[src/rtl/nand_seq_pkg.sv]
package nand_seq_pkg;

    parameter int OPW         = 4;
    parameter int SLOTS       = 8;
    parameter int BLK_W       = 16;
    parameter int PIDX_W      = 6;
    parameter int COL_W       = 12;
    parameter int CNT_W       = 12;
    parameter int ROW_W       = 24;
    parameter int BUF_AW      = 13;
    parameter int UNIT_SHIFT  = 10;
    parameter int LP_MAIN     = 2048;
    parameter int LP_SPARE    = 64;
    parameter int SP_MAIN     = 512;
    parameter int SP_SPARE    = 16;
    parameter int LP_PG_SHIFT = 6;
    parameter int SP_PG_SHIFT = 5;

    typedef enum logic [OPW-1:0] {
        OP_NOP   = 4'd0,
        OP_CMD0  = 4'd1,
        OP_CMD1  = 4'd2,
        OP_COL   = 4'd3,
        OP_ROW   = 4'd4,
        OP_UBYTE = 4'd5,
        OP_WAIT  = 4'd6,
        OP_WREAD = 4'd7,
        OP_READ  = 4'd8
    } op_e;

    typedef enum logic [1:0] {
        BK_CMD,
        BK_ADDR,
        BK_READ
    } bus_kind_e;

    typedef struct packed {
        logic [OPW*SLOTS-1:0] ins;
        logic [15:0]          cmds;
        logic [BLK_W-1:0]     blk;
        logic [PIDX_W-1:0]    pidx;
        logic [COL_W-1:0]     col;
        logic [CNT_W-1:0]     cnt;
        logic [7:0]           ubyte;
        logic                 lp;
        logic                 spare;
    } job_t;

    // Codes above the last defined opcode behave as end-of-list.
    function automatic op_e decode_op(input logic [OPW-1:0] code);
        if (code > 4'd8) return OP_NOP;
        return op_e'(code);
    endfunction

    function automatic logic [ROW_W-1:0] make_row(input logic [BLK_W-1:0] blk,
                                                  input logic [PIDX_W-1:0] pidx,
                                                  input logic lp);
        logic [ROW_W-1:0] b;
        b = ROW_W'(blk);
        if (lp) return (b << LP_PG_SHIFT) | ROW_W'(pidx);
        return (b << SP_PG_SHIFT) | ROW_W'(pidx[SP_PG_SHIFT-1:0]);
    endfunction

    function automatic logic [1:0] addr_len(input op_e op, input logic lp);
        case (op)
            OP_COL:  return lp ? 2'd2 : 2'd1;
            OP_ROW:  return lp ? 2'd3 : 2'd2;
            default: return 2'd1;
        endcase
    endfunction

endpackage

[src/rtl/nand_seq_bus.sv]
module nand_seq_bus
    import nand_seq_pkg::*;
#(
    parameter int PULSE = 2
) (
    input  logic      clk,
    input  logic      rst,
    input  logic      req,
    input  bus_kind_e kind_in,
    input  logic [7:0] wbyte,
    input  logic [7:0] dq_in,
    output logic      ack,
    output logic [7:0] rdata,
    output logic      cle,
    output logic      ale,
    output logic      we_n,
    output logic      re_n,
    output logic      dq_oe,
    output logic [7:0] dq_out
);
    localparam int CW = $clog2(PULSE) + 1;

    typedef enum logic [1:0] {B_IDLE, B_LOW, B_HIGH} bst_e;

    bst_e          st;
    logic [CW-1:0] cnt;
    bus_kind_e     kind;
    logic [7:0]    byte_q;
    logic          last;

    assign last = (cnt == CW'(PULSE - 1));

    always_ff @(posedge clk) begin
        if (rst) begin
            st     <= B_IDLE;
            cnt    <= '0;
            kind   <= BK_CMD;
            byte_q <= '0;
            rdata  <= '0;
        end else begin
            case (st)
                B_IDLE: begin
                    if (req) begin
                        st     <= B_LOW;
                        cnt    <= '0;
                        kind   <= kind_in;
                        byte_q <= wbyte;
                    end
                end
                B_LOW: begin
                    if (last) begin
                        st  <= B_HIGH;
                        cnt <= '0;
                        if (kind == BK_READ) rdata <= dq_in;
                    end else begin
                        cnt <= cnt + 1'b1;
                    end
                end
                B_HIGH: begin
                    if (last) st <= B_IDLE;
                    else      cnt <= cnt + 1'b1;
                end
                default: st <= B_IDLE;
            endcase
        end
    end

    always_comb begin
        ack    = (st == B_HIGH) && last;
        we_n   = !((st == B_LOW) && (kind != BK_READ));
        re_n   = !((st == B_LOW) && (kind == BK_READ));
        cle    = (st != B_IDLE) && (kind == BK_CMD);
        ale    = (st != B_IDLE) && (kind == BK_ADDR);
        dq_oe  = (st != B_IDLE) && (kind != BK_READ);
        dq_out = dq_oe ? byte_q : 8'h00;
    end

endmodule

[src/rtl/nand_seq_rbwait.sv]
module nand_seq_rbwait #(
    parameter int WB_DLY  = 4,
    parameter int TIMEOUT = 4096
) (
    input  logic clk,
    input  logic rst,
    input  logic start,
    input  logic rb_n,
    output logic ready_ok,
    output logic timed_out
);
    localparam int TW = $clog2(TIMEOUT + WB_DLY + 2) + 1;

    typedef enum logic [1:0] {RW_IDLE, RW_SETTLE, RW_POLL} rw_e;

    rw_e           st;
    logic [TW-1:0] cnt;
    logic          rb_s1, rb_s2;

    always_ff @(posedge clk) begin
        if (rst) begin
            st        <= RW_IDLE;
            cnt       <= '0;
            rb_s1     <= 1'b1;
            rb_s2     <= 1'b1;
            ready_ok  <= 1'b0;
            timed_out <= 1'b0;
        end else begin
            rb_s1     <= rb_n;
            rb_s2     <= rb_s1;
            ready_ok  <= 1'b0;
            timed_out <= 1'b0;
            case (st)
                RW_IDLE: begin
                    if (start) begin
                        st  <= RW_SETTLE;
                        cnt <= '0;
                    end
                end
                RW_SETTLE: begin
                    // give the flash time to pull busy low before polling
                    if (cnt == TW'(WB_DLY - 1)) begin
                        st  <= RW_POLL;
                        cnt <= '0;
                    end else begin
                        cnt <= cnt + 1'b1;
                    end
                end
                RW_POLL: begin
                    if (rb_s2) begin
                        ready_ok <= 1'b1;
                        st       <= RW_IDLE;
                    end else if (cnt == TW'(TIMEOUT - 1)) begin
                        timed_out <= 1'b1;
                        st        <= RW_IDLE;
                    end else begin
                        cnt <= cnt + 1'b1;
                    end
                end
                default: st <= RW_IDLE;
            endcase
        end
    end

endmodule

[src/rtl/nand_seq_bufmap.sv]
module nand_seq_bufmap
    import nand_seq_pkg::*;
(
    input  logic              lp,
    input  logic              spare,
    input  logic [PIDX_W-1:0] pidx,
    input  logic [COL_W-1:0]  col,
    input  logic [CNT_W-1:0]  len,
    input  logic [CNT_W-1:0]  idx,
    output logic [BUF_AW-1:0] addr,
    output logic [CNT_W-1:0]  total
);
    localparam int SEL_W = BUF_AW - UNIT_SHIFT;

    logic [SEL_W-1:0]  sel;
    logic [BUF_AW-1:0] area_off;

    always_comb begin
        sel      = lp ? SEL_W'({pidx[0], 2'b00}) : SEL_W'(pidx[2:0]);
        area_off = !spare ? '0 : (lp ? BUF_AW'(LP_MAIN) : BUF_AW'(SP_MAIN));
        addr     = {sel, {UNIT_SHIFT{1'b0}}} + area_off + BUF_AW'(col) + BUF_AW'(idx);
        if (len != '0)  total = len;
        else if (lp)    total = CNT_W'(LP_MAIN + LP_SPARE);
        else            total = CNT_W'(SP_MAIN + SP_SPARE);
    end

endmodule

[src/rtl/nand_seq.sv]
module nand_seq
    import nand_seq_pkg::*;
#(
    parameter int BANK_W  = 3,
    parameter int BANK_ID = 0,
    parameter int PULSE   = 2,
    parameter int WB_DLY  = 4,
    parameter int TIMEOUT = 4096
) (
    input  logic                   clk,
    input  logic                   rst,
    input  logic                   go,
    input  logic [BANK_W-1:0]      go_bank,
    input  logic [OPW*SLOTS-1:0]   op_list,
    input  logic [15:0]            cmd_pair,
    input  logic [BLK_W-1:0]       blk_addr,
    input  logic [PIDX_W-1:0]      page_idx,
    input  logic [COL_W-1:0]       col_addr,
    input  logic [CNT_W-1:0]       xfer_len,
    input  logic [7:0]             user_byte,
    input  logic                   large_page,
    input  logic                   spare_sel,
    output logic                   nand_ce_n,
    output logic                   nand_cle,
    output logic                   nand_ale,
    output logic                   nand_we_n,
    output logic                   nand_re_n,
    output logic [7:0]             nand_dq_out,
    output logic                   nand_dq_oe,
    input  logic [7:0]             nand_dq_in,
    input  logic                   nand_rb_n,
    output logic                   buf_we,
    output logic [BUF_AW-1:0]      buf_addr,
    output logic [7:0]             buf_wdata,
    output logic                   busy,
    output logic                   done_ok,
    output logic                   done_err
);
    localparam int SLOT_W = $clog2(SLOTS);

    typedef enum logic [2:0] {S_IDLE, S_DECODE, S_BYTES, S_WAIT, S_READ} st_e;

    st_e               state;
    job_t              job;
    logic [SLOT_W:0]   slot;
    logic [CNT_W-1:0]  bidx;
    logic              stat_ok, stat_err;

    op_e               cur_op;
    logic [ROW_W-1:0]  row;
    logic [7:0]        tx_byte;
    logic [1:0]        nbytes;
    bus_kind_e         kind;
    logic              bus_req, bus_ack;
    logic [7:0]        bus_rdata;
    logic              rw_start, rw_ok, rw_to;
    logic [BUF_AW-1:0] map_addr;
    logic [CNT_W-1:0]  total;
    logic              go_hit;

    assign go_hit = go && (go_bank == BANK_W'(BANK_ID)) && (state == S_IDLE);

    always_comb begin
        if (slot[SLOT_W]) cur_op = OP_NOP;
        else              cur_op = decode_op(job.ins[slot[SLOT_W-1:0]*OPW +: OPW]);
    end

    assign row    = make_row(job.blk, job.pidx, job.lp);
    assign nbytes = addr_len(cur_op, job.lp);

    always_comb begin
        case (cur_op)
            OP_CMD0:  tx_byte = job.cmds[7:0];
            OP_CMD1:  tx_byte = job.cmds[15:8];
            OP_UBYTE: tx_byte = job.ubyte;
            OP_COL:   tx_byte = bidx[0] ? 8'(job.col >> 8) : job.col[7:0];
            OP_ROW:   tx_byte = row[bidx[1:0]*8 +: 8];
            default:  tx_byte = 8'h00;
        endcase
        if (state == S_READ)                              kind = BK_READ;
        else if (cur_op == OP_CMD0 || cur_op == OP_CMD1)  kind = BK_CMD;
        else                                              kind = BK_ADDR;
    end

    assign bus_req  = (state == S_BYTES) || (state == S_READ);
    assign rw_start = (state == S_DECODE) && (cur_op == OP_WAIT || cur_op == OP_WREAD);

    nand_seq_bus #(.PULSE(PULSE)) u_bus (
        .clk     (clk),
        .rst     (rst),
        .req     (bus_req),
        .kind_in (kind),
        .wbyte   (tx_byte),
        .dq_in   (nand_dq_in),
        .ack     (bus_ack),
        .rdata   (bus_rdata),
        .cle     (nand_cle),
        .ale     (nand_ale),
        .we_n    (nand_we_n),
        .re_n    (nand_re_n),
        .dq_oe   (nand_dq_oe),
        .dq_out  (nand_dq_out)
    );

    nand_seq_rbwait #(.WB_DLY(WB_DLY), .TIMEOUT(TIMEOUT)) u_rbwait (
        .clk       (clk),
        .rst       (rst),
        .start     (rw_start),
        .rb_n      (nand_rb_n),
        .ready_ok  (rw_ok),
        .timed_out (rw_to)
    );

    nand_seq_bufmap u_map (
        .lp    (job.lp),
        .spare (job.spare),
        .pidx  (job.pidx),
        .col   (job.col),
        .len   (job.cnt),
        .idx   (bidx),
        .addr  (map_addr),
        .total (total)
    );

    always_ff @(posedge clk) begin
        if (rst) begin
            state     <= S_IDLE;
            job       <= '0;
            slot      <= '0;
            bidx      <= '0;
            stat_ok   <= 1'b0;
            stat_err  <= 1'b0;
            buf_we    <= 1'b0;
            buf_addr  <= '0;
            buf_wdata <= '0;
        end else begin
            buf_we <= 1'b0;
            case (state)
                S_IDLE: begin
                    if (go_hit) begin
                        job.ins   <= op_list;
                        job.cmds  <= cmd_pair;
                        job.blk   <= blk_addr;
                        job.pidx  <= page_idx;
                        job.col   <= col_addr;
                        job.cnt   <= xfer_len;
                        job.ubyte <= user_byte;
                        job.lp    <= large_page;
                        job.spare <= spare_sel;
                        slot      <= '0;
                        stat_ok   <= 1'b0;
                        stat_err  <= 1'b0;
                        state     <= S_DECODE;
                    end
                end
                S_DECODE: begin
                    bidx <= '0;
                    case (cur_op)
                        OP_CMD0, OP_CMD1, OP_COL, OP_ROW, OP_UBYTE: state <= S_BYTES;
                        OP_WAIT, OP_WREAD:                          state <= S_WAIT;
                        OP_READ:                                    state <= S_READ;
                        default: begin
                            stat_ok <= 1'b1;
                            state   <= S_IDLE;
                        end
                    endcase
                end
                S_BYTES: begin
                    if (bus_ack) begin
                        if (bidx == CNT_W'(nbytes) - 1'b1) begin
                            slot  <= slot + 1'b1;
                            state <= S_DECODE;
                        end else begin
                            bidx <= bidx + 1'b1;
                        end
                    end
                end
                S_WAIT: begin
                    if (rw_ok) begin
                        if (cur_op == OP_WREAD) begin
                            state <= S_READ;
                        end else begin
                            slot  <= slot + 1'b1;
                            state <= S_DECODE;
                        end
                    end else if (rw_to) begin
                        stat_err <= 1'b1;
                        state    <= S_IDLE;
                    end
                end
                S_READ: begin
                    if (bus_ack) begin
                        buf_we    <= 1'b1;
                        buf_addr  <= map_addr;
                        buf_wdata <= bus_rdata;
                        if (bidx == total - 1'b1) begin
                            slot  <= slot + 1'b1;
                            state <= S_DECODE;
                        end else begin
                            bidx <= bidx + 1'b1;
                        end
                    end
                end
                default: state <= S_IDLE;
            endcase
        end
    end

    assign busy      = (state != S_IDLE);
    assign nand_ce_n = (state == S_IDLE);
    assign done_ok   = stat_ok;
    assign done_err  = stat_err;

endmodule

[config.mk]
export PLATFORM = sky130hd
export DESIGN_NAME = nand_seq
export DESIGN_NICKNAME = d
export VERILOG_FILES = /design/src/rtl/nand_seq_pkg.sv /design/src/rtl/nand_seq_bus.sv /design/src/rtl/nand_seq_rbwait.sv /design/src/rtl/nand_seq_bufmap.sv /design/src/rtl/nand_seq.sv
export SDC_FILE = /design/constraint.sdc
export NUM_CORES = 1
export LEC_CHECK = 0
export BUFFER_PORTS_ARGS = -buffer_cell sky130_fd_sc_hd__clkbuf_2
export CORE_ASPECT_RATIO = 1.75
export CORE_MARGIN = 2
export CORE_UTILIZATION = 54
export DETAILED_ROUTE_END_ITERATION = 12
export HOLD_SLACK_MARGIN = 0.08
export MAX_ROUTING_LAYER = met4
export PLACE_DENSITY = 0.82
export SLEW_MARGIN = 20
export SYNTH_ARGS = -nofsm -noshare
export SYNTH_HDL_FRONTEND = slang
export SYNTH_SLANG_ARGS = --single-unit
[constraint.sdc]
create_clock -name clk -period 7.8 [get_ports clk]
set_input_delay 0 -clock clk [delete_from_list [all_inputs] [get_ports clk]]
set_output_delay 0 -clock clk [all_outputs]
set_load 0.05 [all_outputs]
# Yosys cells after proc, flatten, opt, wreduce, memory -nomap -nowiden
# Cells that the tools add are included.
[op_classes]
add_sub_neg = 9
magnitude_cmp = 1
eq_ne = 46
n_shift = 2
muxes = 71
n_bitwise = 4
reduce_logical = 47
[op_table]
columns = ["operator", "n"]
rows = [
  ["$mux 12", 7],
  ["$mux 14", 4],
  ["$mux 24", 2],
  ["$pmux 14 s3", 1],
  ["$mux 4", 10],
  ["$pmux 8 s5", 1],
  ["$pmux 12 s3", 1],
  ["$shiftx 32x6->4", 1],
  ["$mux 3", 9],
  ["$add 13x12->13", 2],
  ["$ne 2x2->1 const B", 13],
  ["$eq 12x12->1", 2],
  ["$mux 2", 12],
  ["$shiftx 24x6->8", 1],
  ["$or 22x6->22", 1],
  ["$or 21x5->21", 1],
  ["$pmux 2 s3", 3],
  ["$eq 4x3->1 const B", 4],
  ["$mux 8", 2],
  ["$ne 2x1->1 const B", 8],
  ["$pmux 4 s4", 1],
  ["$pmux 3 s5", 1],
  ["$reduce_and 3->1", 5],
  ["$add 14x1->14 const B", 1],
  ["42 further kinds", 87],
]
[word_totals]
regBits = 189
input_bits = 119

# Longest topological paths before layout
[logic_depth]
word_depth = 13
depth_mapped = 16

# Cells and area by module
# A second synthesis with hierarchy kept.
[unflattened]
hier_cells = 1272
hier_area_um2 = 10147.2
[by_module_without_submodules]
columns = ["module", "n_inst", "cells_each", "area_each_um2", "seq_area_each_um2"]
rows = [
  ["nand_seq", 1, 885, 6994.2, 2942.8],
  ["nand_seq_rbwait", 1, 134, 1122.3, 400.4],
  ["nand_seq_bus", 1, 133, 1073.5, 440.4],
  ["nand_seq_bufmap", 1, 120, 957.2, 0.0],
]

# Least setup slack after synthesis
# No wires, ideal clock.
[synth_timing]
path_type = "register to register"
from = "register slot[1]"
to = "register slot[0]"
setup_ns = 0.123
t_arrival_ns = 3.971
t_required_ns = 7.677
slack_ns = 3.706
path_stages_with_launch = 16
path_buffers = 1
cell_sequence = "dfxtp_1 buf_1 mux4_2 mux2_2 a211oi_2 nand2_1 nand2_1 ha_1 nand3_1 o22ai_1 nand4_1 or4_4 o311ai_2 nor2_2 nor3_4 mux2_1"
[synth_between]
elab_chain_cells = 12
[synth_rtl]
columns = ["item", "line", "text"]
rows = [
  ["from (decl)", "nand_seq.sv:45", "logic [SLOT_W:0] slot;"],
  ["from (signal assigned)", "nand_seq.sv:171", "slot <= slot + 1'b1;"],
  ["from (signal assigned)", "nand_seq.sv:183", "slot <= slot + 1'b1;"],
  ["from (signal assigned)", "nand_seq.sv:197", "slot <= slot + 1'b1;"],
  ["$shiftx 32x6->4 (*)", "nand_seq.sv:65", "else cur_op = decode_op(job.ins[slot[SLOT_W-1:0]*OPW +: OPW]);"],
  ["$gt 4x4->1", "nand_seq_pkg.sv:51", "if (code > 4'd8) return OP_NOP;"],
  ["$mux 1", "nand_seq_pkg.sv:51", ""],
  ["$mux 1", "nand_seq.sv:64", "if (slot[SLOT_W]) cur_op = OP_NOP;"],
  ["$mux 4 (*)", "nand_seq_pkg.sv:52", "return op_e'(code);"],
  ["$mux 4 (*)", "nand_seq.sv:64", ""],
  ["$eq 4x3->1 / $eq 4x2->1 (equally long branches)", "nand_seq_pkg.sv:65", "case (op)"],
  ["$pmux 2 s2", "nand_seq_pkg.sv:65", ""],
  ["$sub 2x1->3", "nand_seq.sv:170", "if (bidx == CNT_W'(nbytes) - 1'b1) begin"],
  ["$eq 12x12->1", "nand_seq.sv:170", ""],
  ["$ne 2x1->1 (no source line)", "--", ""],
  ["$reduce_and 8->1 (no source line) (*)", "--", ""],
]
# Every way passes the cells marked *; elsewhere a longest branch is shown, timed or not. The select of a mux whose other input is x is not followed.
# A chain may end at the register's enable or synchronous reset.

# Worst setup path in the final report
[layout_timing]
from = "register slot[0]"
to = "register slot[0]"
[layout_between]
elab_chain_cells = 12
[layout_rtl]
columns = ["item", "line"]
rows = [
  ["$shiftx 32x6->4", "nand_seq.sv:65"],
  ["$gt 4x4->1", "nand_seq_pkg.sv:51"],
  ["$mux 1", "nand_seq_pkg.sv:51"],
  ["$mux 1", "nand_seq.sv:64"],
  ["$mux 4", "nand_seq_pkg.sv:52"],
  ["$mux 4", "nand_seq.sv:64"],
  ["$eq 4x3->1 / $eq 4x2->1 (equally long branches)", "nand_seq_pkg.sv:65"],
  ["$pmux 2 s2", "nand_seq_pkg.sv:65"],
  ["$sub 2x1->3", "nand_seq.sv:170"],
  ["$eq 12x12->1", "nand_seq.sv:170"],
  ["$ne 2x1->1 (no source line)", "--"],
  ["$reduce_and 8->1 (no source line)", "--"],
]
# Parallel ways exist; a longest one is shown, timed or not. The select of a mux whose other input is x is not followed.

==> results <==
- In this run the post-CTS setup repair buffer count came out at 0.
- Once the clock tree was built, the resizer swapped 0 gates to a different size.
- The ratio of final minimum period to clock period is 0.6493.
- Wires add up to 31.55 mm.
- The static power due to leakage is 4.903 nW.
- For this run, the number of Yosys warnings is 0.
- Setup repair after global routing left no endpoint under its margin.
- The initial cell density of the core is 0.5496.
- The final count of pins violating max slew is 0.
- The total negative slack for setup checks is 0 ns.
- In this run, synthesis inferred 0 flip-flops with an integrated enable.
- After floorplanning, the core was sized to cover 18500 um2.
- The minimum period implied by the final worst setup slack is 5.065 ns.
- The worst slew slack as a fraction of its limit is 0.2521.
- The number of buffers created by CTS is 17.
- OpenSTA, run right after detailed placement, puts the worst setup slack at ~2.9 ns.
- The summed instance area of the synthesized netlist is a little over 10000 um2.
- The clock arrives with about 0.015 ns of skew.
- For this run, the total global-route usage over all layers was measured as 0.3298.
- Across the run, the number of max-cap violations was 0.
- After synthesis, the most frequently instantiated cells are nand2_1, dfxtp_1, a21oi_1.
- The number of nets with antenna violations after detailed routing is 0.
- Power spread over the standard cell area amounts to ~170 nW/um2.
- The net count of the finished layout is 1647.
- The cell with the most instances after synthesis is nand2_1.
- Setup violations remaining at the end of the flow were counted as 0.
- Of all nets on the critical path, the largest fanout is 14.
- The first TritonRoute pass finished after 6 iterations.
- The number of antenna violations at the first check in global routing is 2.
- The detailed router placed 10340 vias in this run.
- Counting flops and latches in the post-synthesis netlist gives 189.
- Fill cells in the final layout number 1423.
- The die span in x is 107.7 um.
- The number of buffers between clock root and the deepest sink is 2.
- Using the TritonRoute via totals, the vias-per-cell ratio works out to 5.971.
- Entering global routing, the biggest net connects ~110 pins.
- The first global-routing pass estimated 50.30 mm of wire.
- TritonCTS built the clock tree.
- In the post-synthesis netlist, the biggest area contributors are dfxtp_1, nand2_1, a21oi_1, ha_1, nor2_1.
- The H-tree was split into 4 levels.
- The routability congestion estimate is 0.9747.
- In this run, the number of DRC markers left after iteration 0 of detailed routing was a little over 700.
- The number of clock sinks is 189.
- The share of the yosys chip area belonging to registers is 0.3721.
- Synthesis produced a netlist whose cell count is 1259.
- The number of buffer cells added on primary ports is approximately 160.
- The I/O pin count is 158.
- The cell type with the highest occurrence count on the critical path is nand2_1.
- The transition at the pin with the smallest max-transition slack is 1.122 ns.
- The clock network latency to the later pin of the worst-skew pair is 0.45 ns.
- The number of buffers added to fix hold violations after cts is 115.
- The die outline area is 19990 um2.
- The area growth from synthesis to layout is 25.47%.
- Data on the critical path arrives at its endpoint at between 5 and 6 ns.
- The startpoint kind of the worst setup timing path is a flip-flop.
- Yosys mapped the design onto 87 distinct sky130hd cell types.
- The minimum setup slack in the final design is around 2.7 ns.
- The floorplan has 66 rows.
- The hold violation count in the final report is 0.
- Across the VDD grid, the largest voltage drop is 0.1316 mV.
- The via count of the first global-routing pass is 10290.
- The signal on the critical path passes through mux4_2 -> or4b_4 -> a211oi_2 -> nand2_1 -> nand2_1 -> ha_1 -> nand3_1 -> o22ai_1 -> nand4_1 -> or4_4 -> o311ai_2 -> nor2_2 -> nor3_4 -> mux2_1.
- The maximum clock rate is 0.1974 GHz.
- Global routing finished with a remaining overflow of 0.
- The worst hold path belongs to the class input pin to flip-flop.
- The largest total area in the synthesized netlist belongs to dfxtp_1.
- After clock tree synthesis, the clock-pin slew on the worst setup and hold paths is 0.08 ns.
- At the worst endpoint, the required time is 8.13 ns.
- The cell family contributing the most delay on the critical path is simple AND/OR/NAND/NOR gates.
- The slowest cell on the critical path is dfxtp_1.
- Counting every net in the synthesized netlist gives 1428.
- The total placed cells including tap cells is approximately 1600.
- The sum of buffers and inverters on the critical path is 0.
- The delay contributed by the slowest stage of the critical path is 0.74 ns.
- The kind of end point of the critical path is a flip-flop.
- The fraction of layout instances using a drive strength above 1 is 0.1690.
- The root buffer selected by CTS is clkbuf_16.
- The most used flip-flop cell after synthesis is dfxtp_1.
- After the flow finishes, the layout carries non-filler instances totaling 1731.
- The critical path is of the flip-flop to flip-flop type.
- The share of synthesized registers carrying an async set or reset is 0.
- The HPWL after detailed placement is 19.77 mm.
- For this run, design rule violations remaining after detail routing come to 0.
- The routed wirelength normalized by instance count is ~18 um.
- Averaged over all synthesized cells, the footprint is 8.076 um2.
- The share of Yosys cell area claimed by the top area cell type is 0.3721.
- The die is 185.5 um tall.
- The run finished with clean final reports.
-- power breakdown --
group / total [mW] / internal (mW) / switching [mW]
clock network: 0.880 / 0.434 / 0.446
registers: 0.998 / 0.981 / 0.0167
logic: 0.245 / 0.117 / 0.127
total: 2.12 / 1.53 / 0.590
-- layer usage --
| metal | GRT usage | share of wire |
|---|---|---|
| met1 | 0.3443 | 0.36 |
| met2 | 0.5814 | 0.53 |
| met3 | 0.04587 | 0.060 |
| met4 | 0.1990 | 0.058 |
| met5 | - | 0 |
-- stage by stage --
stage / instance area, um2 / util / power, mW / hold WS [ns]
2_1_floorplan: 10170 / - / 1.142 / 0.1038
3_3_place_gp: 11000 / 0.5948 / 1.202 / 0.1822
3_5_place_dp: 11000 / 0.5948 / 1.207 / 0.1903
4_1_cts: 12750 / 0.6891 / 2.117 / 0.2692
5_1_grt: 12760 / 0.6897 / 2.185 / 0.3038
6_report: 12760 / 0.6897 / 2.122 / 0.2843
-- cells by family after synthesis --
kind of cell,share of synthesized area
AND/OR/NAND/NOR,0.2530
multiplexers,0.05612
XOR/XNOR,0.02892
flip-flops,0.3721
buffers and inverters,0.04159
AO/OA/AOI/OAI,0.1830
adder cells (fa/ha/maj),0.06522
-- layout by cell type (no fill, tap or decap), types with 9 or more instances in the layout --
cell type,n
a211oi_1,11
a21oi_1,162
a22oi_1,17
and2_1,14
clkbuf_16,17
clkbuf_2,156
dfxtp_1,189
dlygate4sd3_1,115
ha_1,45
inv_1,26
mux2i_1,21
mux4_2,11
nand2_1,304
nand2b_1,13
nand3_1,24
nor2_1,66
nor2b_1,12
nor3_1,28
nor4_1,9
o21ai_0,20
or2_2,9
or3_1,9
xnor2_1,15
xor2_1,16
-- layout make-up --
class | count | area [um2] | area share
Antenna cell | 2 | 5.005 | 0.0003923
Clock buffer | 17 | 425.4 | 0.03335
Clock inverter | 15 | 168.9 | 0.01324
Inverter | 26 | 97.59 | 0.007650
Multi-Input combinational cell | 964 | 5976 | 0.4684
Sequential cell | 189 | 3784 | 0.2966
Tap cell | 238 | 297.8 | 0.02334
Timing Repair Buffer | 280 | 2003 | 0.1570
-- worst min-delay path: stages --
cell	delay [ns]
dlygate4sd3_1	0.52
clkbuf_2	0.09
or2_2	0.09
-- state kept, by name (all words and copies together), names as in the netlist --
signal	flops
job	104
u_rbwait.ready_ok	1
u_rbwait.rb_s2	1
done_ok	1
u_bus.rdata	8
u_bus.byte_q	8
u_rbwait.st	2
buf_wdata	8
buf_addr	13
u_bus.st	2
state	3
slot	4
u_rbwait.rb_s1	1
buf_we	1
u_rbwait.cnt	14
bidx	12
u_rbwait.timed_out	1
u_bus.cnt	2
done_err	1
u_bus.kind	2
-- final timing paths --
path / slack (ns) / startpoint / cells past startpoint / endpoint
setup / recovery: 2.74 / slot[0] / 14 / slot[0]
setup reg to reg: 2.74 / slot[0] / 14 / slot[0]
hold / removal: 0.28 / nand_rb_n / 3 / u_rbwait.rb_s1
hold reg to reg: 0.42 / u_rbwait.rb_s1 / 1 / u_rbwait.rb_s2
Note: power is estimated with default switching activity, not from simulation.
